[src/rtl/dss_pkg.sv]
package dss_pkg;

  typedef enum logic [1:0] {
    ST_CONVERT = 2'd0,
    ST_SLEEP   = 2'd1,
    ST_OUTPUT  = 2'd2
  } dss_state_e;

  // level on the data line for a phase: busy high, ready low, data bit in readout
  function automatic logic line_level(input dss_state_e st, input logic msb);
    case (st)
      ST_CONVERT: line_level = 1'b1;
      ST_SLEEP:   line_level = 1'b0;
      ST_OUTPUT:  line_level = msb;
      default:    line_level = 1'b0;
    endcase
  endfunction

  // true when a synchronized level moved from high to low
  function automatic logic went_low(input logic prev, input logic now);
    went_low = prev & ~now;
  endfunction

  // true when a synchronized level moved from low to high
  function automatic logic went_high(input logic prev, input logic now);
    went_high = ~prev & now;
  endfunction

endpackage

[src/rtl/dss_edge_sync.sv]
module dss_edge_sync #(
  parameter int   STAGES    = 2,
  parameter logic RESET_VAL = 1'b1
) (
  input  logic clk,
  input  logic rst_n,
  input  logic pin_i,
  output logic level_o,
  output logic prev_o
);
  logic [STAGES-1:0] chain;
  logic              prev_q;

  always_ff @(posedge clk) begin
    if (!rst_n) begin
      chain  <= {STAGES{RESET_VAL}};
      prev_q <= RESET_VAL;
    end else begin
      chain  <= {chain[STAGES-2:0], pin_i};
      prev_q <= chain[STAGES-1];
    end
  end

  assign level_o = chain[STAGES-1];
  assign prev_o  = prev_q;
endmodule

[src/rtl/dss_conv_timer.sv]
module dss_conv_timer #(
  parameter int CYCLES = 200
) (
  input  logic clk,
  input  logic rst_n,
  input  logic start_i,
  output logic done_o
);
  localparam int CNT_W = (CYCLES > 2) ? $clog2(CYCLES) : 1;
  localparam logic [CNT_W-1:0] LAST = CNT_W'(CYCLES - 1);

  logic [CNT_W-1:0] cnt;
  logic             running;

  assign done_o = running && (cnt == LAST);

  always_ff @(posedge clk) begin
    if (!rst_n) begin
      running <= 1'b1;
      cnt     <= '0;
    end else if (start_i) begin
      running <= 1'b1;
      cnt     <= '0;
    end else if (running) begin
      if (done_o) running <= 1'b0;
      else        cnt     <= cnt + 1'b1;
    end
  end
endmodule

[src/rtl/dss_shifter.sv]
module dss_shifter #(
  parameter int W = 16
) (
  input  logic         clk,
  input  logic         rst_n,
  input  logic         load_i,
  input  logic [W-1:0] data_i,
  input  logic         shift_i,
  input  logic         clear_i,
  output logic         msb_o
);
  logic [W-1:0] word_q;

  always_ff @(posedge clk) begin
    if (!rst_n)       word_q <= '0;
    else if (load_i)  word_q <= data_i;
    else if (clear_i) word_q <= '0;
    else if (shift_i) word_q <= {word_q[W-2:0], 1'b0};
  end

  assign msb_o = word_q[W-1];
endmodule

[src/rtl/dss_serial_port.sv]
module dss_serial_port
  import dss_pkg::*;
#(
  parameter int DATA_W      = 16,
  parameter int CONV_CYCLES = 200,
  parameter int SYNC_STAGES = 2
) (
  input  logic              clk,
  input  logic              rst_n,
  input  logic              spi_cs_n,
  input  logic              spi_sck,
  input  logic [DATA_W-1:0] conv_result,
  output logic              spi_miso,
  output logic              spi_miso_oe
);
  localparam int BIT_W = $clog2(DATA_W);
  localparam logic [BIT_W-1:0] LAST_IDX = BIT_W'(DATA_W - 1);

  // synchronized pins and their edges
  logic cs_level, cs_prev, sck_level, sck_prev;
  logic cs_rise, cs_fall, sck_fall;

  dss_edge_sync #(.STAGES(SYNC_STAGES), .RESET_VAL(1'b1)) u_cs_sync (
    .clk(clk), .rst_n(rst_n), .pin_i(spi_cs_n),
    .level_o(cs_level), .prev_o(cs_prev)
  );

  dss_edge_sync #(.STAGES(SYNC_STAGES), .RESET_VAL(1'b1)) u_sck_sync (
    .clk(clk), .rst_n(rst_n), .pin_i(spi_sck),
    .level_o(sck_level), .prev_o(sck_prev)
  );

  assign cs_rise  = went_high(cs_prev, cs_level);
  assign cs_fall  = went_low(cs_prev, cs_level);
  assign sck_fall = went_low(sck_prev, sck_level);

  // phase machine
  dss_state_e       state, state_nxt;
  logic [BIT_W-1:0] bit_idx, bit_idx_nxt;
  logic             conv_start, conv_done;
  logic             word_load, word_shift, word_clear, word_msb;

  always_comb begin
    state_nxt   = state;
    bit_idx_nxt = bit_idx;
    conv_start  = 1'b0;
    word_load   = 1'b0;
    word_shift  = 1'b0;
    word_clear  = 1'b0;
    case (state)
      ST_CONVERT: begin
        if (conv_done) begin
          state_nxt = ST_SLEEP;
          word_load = 1'b1;
        end
      end
      ST_SLEEP: begin
        if (!cs_level && ((cs_fall && !sck_level) || sck_fall)) begin
          state_nxt   = ST_OUTPUT;
          bit_idx_nxt = '0;
        end
      end
      ST_OUTPUT: begin
        if (cs_rise) begin
          state_nxt  = ST_CONVERT;
          conv_start = 1'b1;
          word_clear = 1'b1;
        end else if (sck_fall) begin
          if (bit_idx == LAST_IDX) begin
            state_nxt  = ST_CONVERT;
            conv_start = 1'b1;
          end else begin
            word_shift  = 1'b1;
            bit_idx_nxt = bit_idx + 1'b1;
          end
        end
      end
      default: state_nxt = ST_CONVERT;
    endcase
  end

  always_ff @(posedge clk) begin
    if (!rst_n) begin
      state   <= ST_CONVERT;
      bit_idx <= '0;
    end else begin
      state   <= state_nxt;
      bit_idx <= bit_idx_nxt;
    end
  end

  dss_conv_timer #(.CYCLES(CONV_CYCLES)) u_timer (
    .clk(clk), .rst_n(rst_n), .start_i(conv_start), .done_o(conv_done)
  );

  dss_shifter #(.W(DATA_W)) u_word (
    .clk(clk), .rst_n(rst_n), .load_i(word_load), .data_i(conv_result),
    .shift_i(word_shift), .clear_i(word_clear), .msb_o(word_msb)
  );

  assign spi_miso    = line_level(state, word_msb);
  assign spi_miso_oe = ~cs_level;
endmodule

[config.mk]
export PLATFORM = sky130hd
export DESIGN_NAME = dss_serial_port
export DESIGN_NICKNAME = d
export VERILOG_FILES = /design/src/rtl/dss_pkg.sv /design/src/rtl/dss_edge_sync.sv /design/src/rtl/dss_conv_timer.sv /design/src/rtl/dss_shifter.sv /design/src/rtl/dss_serial_port.sv
export SDC_FILE = /design/constraint.sdc
export NUM_CORES = 1
export LEC_CHECK = 0
export BUFFER_PORTS_ARGS = -buffer_cell sky130_fd_sc_hd__buf_4
export CAP_MARGIN = 40
export CORE_ASPECT_RATIO = 1.25
export CORE_MARGIN = 2
export CORE_UTILIZATION = 51
export CTS_BUF_LIST = sky130_fd_sc_hd__clkbuf_8 sky130_fd_sc_hd__clkbuf_16
export DETAILED_ROUTE_END_ITERATION = 8
export GPL_ROUTABILITY_DRIVEN = 0
export PLACE_DENSITY = 0.74
export SLEW_MARGIN = 20
export SYNTH_ARGS = -nofsm -noshare
export SYNTH_HDL_FRONTEND = slang
export SYNTH_SLANG_ARGS = --single-unit
export TNS_END_PERCENT = 100
[constraint.sdc]
create_clock -name clk -period 2.1 [get_ports clk]
set_clock_uncertainty 0.15 [all_clocks]
set_input_delay 0.63 -clock clk [delete_from_list [all_inputs] [get_ports clk]]
set_output_delay 0.63 -clock clk [all_outputs]
set_load 0.01 [all_outputs]
==> reports/results.ini <==
[synth]
yosysTopAreaCellShare_pct = 42.4
ys_async_sr_fraction_pct = 0
syn_area_um2 = 1750
synth_edf_count = 0
synth_area_leaders = dfxtp_1 (42%), o221a_2 (9.7%), nor3_1 (8.6%)
synth_flop_cell = dfxtp_1
synth_common_cells = dfxtp_1 (37), nor3_1 (30), and2_1 (15), o221a_2 (15), nor2_1 (10)
yosysSeqAreaShare_pct = 42.4
syn_nets = 214
synth.most_common_cell = dfxtp_1
syn-instance-count = 192
synth_warnings = 0
yosys.area.top_type = dfxtp_1
yosysUniqueCellTypes = 41
synth_seq_cells = 37
avgSynthCellArea_um2 = 9.09

[timing]
hold_viol_final = 0
period_needed_ns = 2.01
tns_ns = 0
holdWs_ns = 0.267
worst_slew_pin_slew_ns = 0.404
finalCritPeriodShare_pct = 95.9
setup_viol_count_final = 0
maxSlewViolCount = 0
timing.fmax_ghz = 0.497
grt_setup_unrepaired = no
relSlewSlack_pct = 73.0

[setup_path]
cp_max_fo = 6
r2r.worst_path.cells = 5
path_class = register to register
r2r_start = bit_idx[0]$_SDFFE_PN0P_
start_kind = register
arrival_ns = 2.09
rr_endpoint = bit_idx[1]$_SDFFE_PN0P_
required_ns = 2.18
reg2reg_slack_ns = 0.09
endpoint_kind = register

[worst_hold_path]
hold_path_end = u_sck_sync.chain[1]$_SDFF_PN1_
hp-class = register to register
hold_path_depth = 1
hp-start = u_sck_sync.chain[0]$_SDFF_PN1_

[placed_design]
place_inst = 245
port_buffers = 21
hpwl_mm = 2.58

[global_routing]
grt_usage_pct = 20.5
gr-total-overflow = 0
grt_max_degree = 30
antenna_found_initial = 0
grt_pass1_vias = 1497
grt_pass1_wl_mm = 6.44

[floorplan]
coreArea_um2 = 3250
pin_count = 22
fp.dieW_um = 56.3
start_util_pct = 53.7
die_h_um = 69.4
die_area_um2 = 3910
row_count = 23

[detailed_routing]
drt_first_pass_iters = 4
vias = 1482
wirelength_mm = 3.65
drt_iter0_drc = 66
avgViaCountPerCell = 5.86
drc = 0
wl_per_cell_um = 14.4
drtAntennaViolNets = 0

[clock_network]
cts_buffer_depth = 2
insertion_delay_ns = 0.29
cts_tree = done
htree_levels = 2
cts_root_buffer = clkbuf_8
post-cts-setup-buffer-count = 0
clk_pin_slew_worst_paths_ns = 0.07
cts_made_buffers = 5
cts.sinks = 37

[pwr]
powerDensity_nw_per_um2 = 712
power_w = 0.00150
ir_worst_vdd_mv = 0.657
leakage_nw = 0.839

[run]
cap_violations = 0

[layout]
n_fill_cell = 272
multiInputGateArea_um2 = 937
antennaDiodeCount = 0
drive_gt1_share_pct = 28.2
regArea_um2 = 742
post-route-util_pct = 64.7
final_cells = 253
nNetsFinal = 237
synthToLayoutAreaGrowth_pct = 20.5

[run_status]
status = completed

-- sequential cells by signal, summed over array words and instances, names as in the netlist, 2 cells and up --
name and flops:
bit_idx 4, state 2, u_cs_sync.chain 2, u_sck_sync.chain 2, u_timer.cnt 8, u_word.word_q 16
-- layout by cell type (no fill, tap or decap), types with 2 or more instances in the layout --
cell type	Yosys	final
a21boi_0	5	5
a21oi_1	3	3
a31oi_1	3	3
and2_1	15	15
and3_1	3	3
buf_4	1	28
bufinv_16	0	2
clkbuf_8	0	5
dfxtp_1	37	36
ha_1	2	2
inv_1	6	6
nand2_1	4	4
nand2b_1	6	6
nand3_1	8	8
nor2_1	10	10
nor3_1	30	30
nor4_1	2	2
o21ai_0	3	3
o221a_2	15	15
or3_4	1	2
xor2_1	6	6
-- how the worst max path moves through the flow --
stage,from,end,slack [ns],cells past startpoint
floorplan,bit_idx[0]$_SDFFE_PN0P_,bit_idx[1]$_SDFFE_PN0P_,0.05,6
global placement,u_timer.cnt[0]$_SDFFE_PP0P_,u_word.word_q[14]$_SDFFE_PN0P_,0.07,5
detailed placement,u_timer.cnt[0]$_SDFFE_PP0P_,u_word.word_q[14]$_SDFFE_PN0P_,-0.001,5
CTS,u_timer.cnt[0]$_SDFFE_PP0P_,u_word.word_q[0]$_SDFFE_PN0P_,0.02,6
global route,state[0]$_SDFFE_PN0P_,bit_idx[1]$_SDFFE_PN0P_,0.01,4
finish,bit_idx[0]$_SDFFE_PN0P_,bit_idx[1]$_SDFFE_PN0P_,0.09,5
-- routing by layer --
layer | part of all wire (%) | up-vias | GRT usage (%) | wire [µm]
met1 | 43 | 700 | 23.0 | 1570
met2 | 51 | 32 | 33.7 | 1860
met5 | 0 | - | 0 | 0
li1 | - | 741 | - | -
met3 | 3.5 | 9 | 5.78 | 127
met4 | 2.4 | 0 | 13.0 | 89
-- report_power, final --
part,total [W],switching (W),internal (W)
sequential,0.000720,0.00000888,0.000711
combinational,0.0000586,0.0000232,0.0000354
clock,0.000720,0.000249,0.000471
-- critical path, stage by stage, from the launching register on --
cell and delay, ns:
dfxtp_1 0.34, ha_1 0.22, and3_1 0.22, or3_4 0.37, or4b_1 0.51, a21boi_1 0.14
-- layout make-up --
type,count,area share [%]
repair buffers,29,10.5
well taps,37,2.20
flip-flops and latches,37,35.3
clock buffers,5,3.27
clock inverters,3,3.09
inverters,6,1.07
multi-input cells,136,44.6
-- logic make-up (layout without fill, tap and decap cells) --
kind of cell / count (synthesis) / after routing / share of synthesized area, %
fa+ha+maj: 2 / 2 / 1.43
buf+inv: 19 / 43 / 4.66
mux: 1 / 1 / 0.573
flops: 37 / 37 / 42.4
xor+xnor: 6 / 6 / 3.01
simple gates: 94 / 94 / 31.6
compound gates: 33 / 33 / 16.3
-- what timing repair did --
action,in CTS,in global routing
pin swaps,0,1
hold buffers,0,0
resized for setup,2,3
hold endpoints to repair,0,0
endpoints found under the setup margin,6,11
-- stage by stage --
stage | setup slack (ns) | cell area (µm²)
final | 0.0865 | 2100
after global routing | 0.0102 | 2100
after CTS | 0.0187 | 2090
after detailed placement | -0.00122 | 1950
after global placement | 0.0748 | 1950
after floorplan | 0.0515 | 1750
No activity file was read; power rests on OpenSTA's default activity.
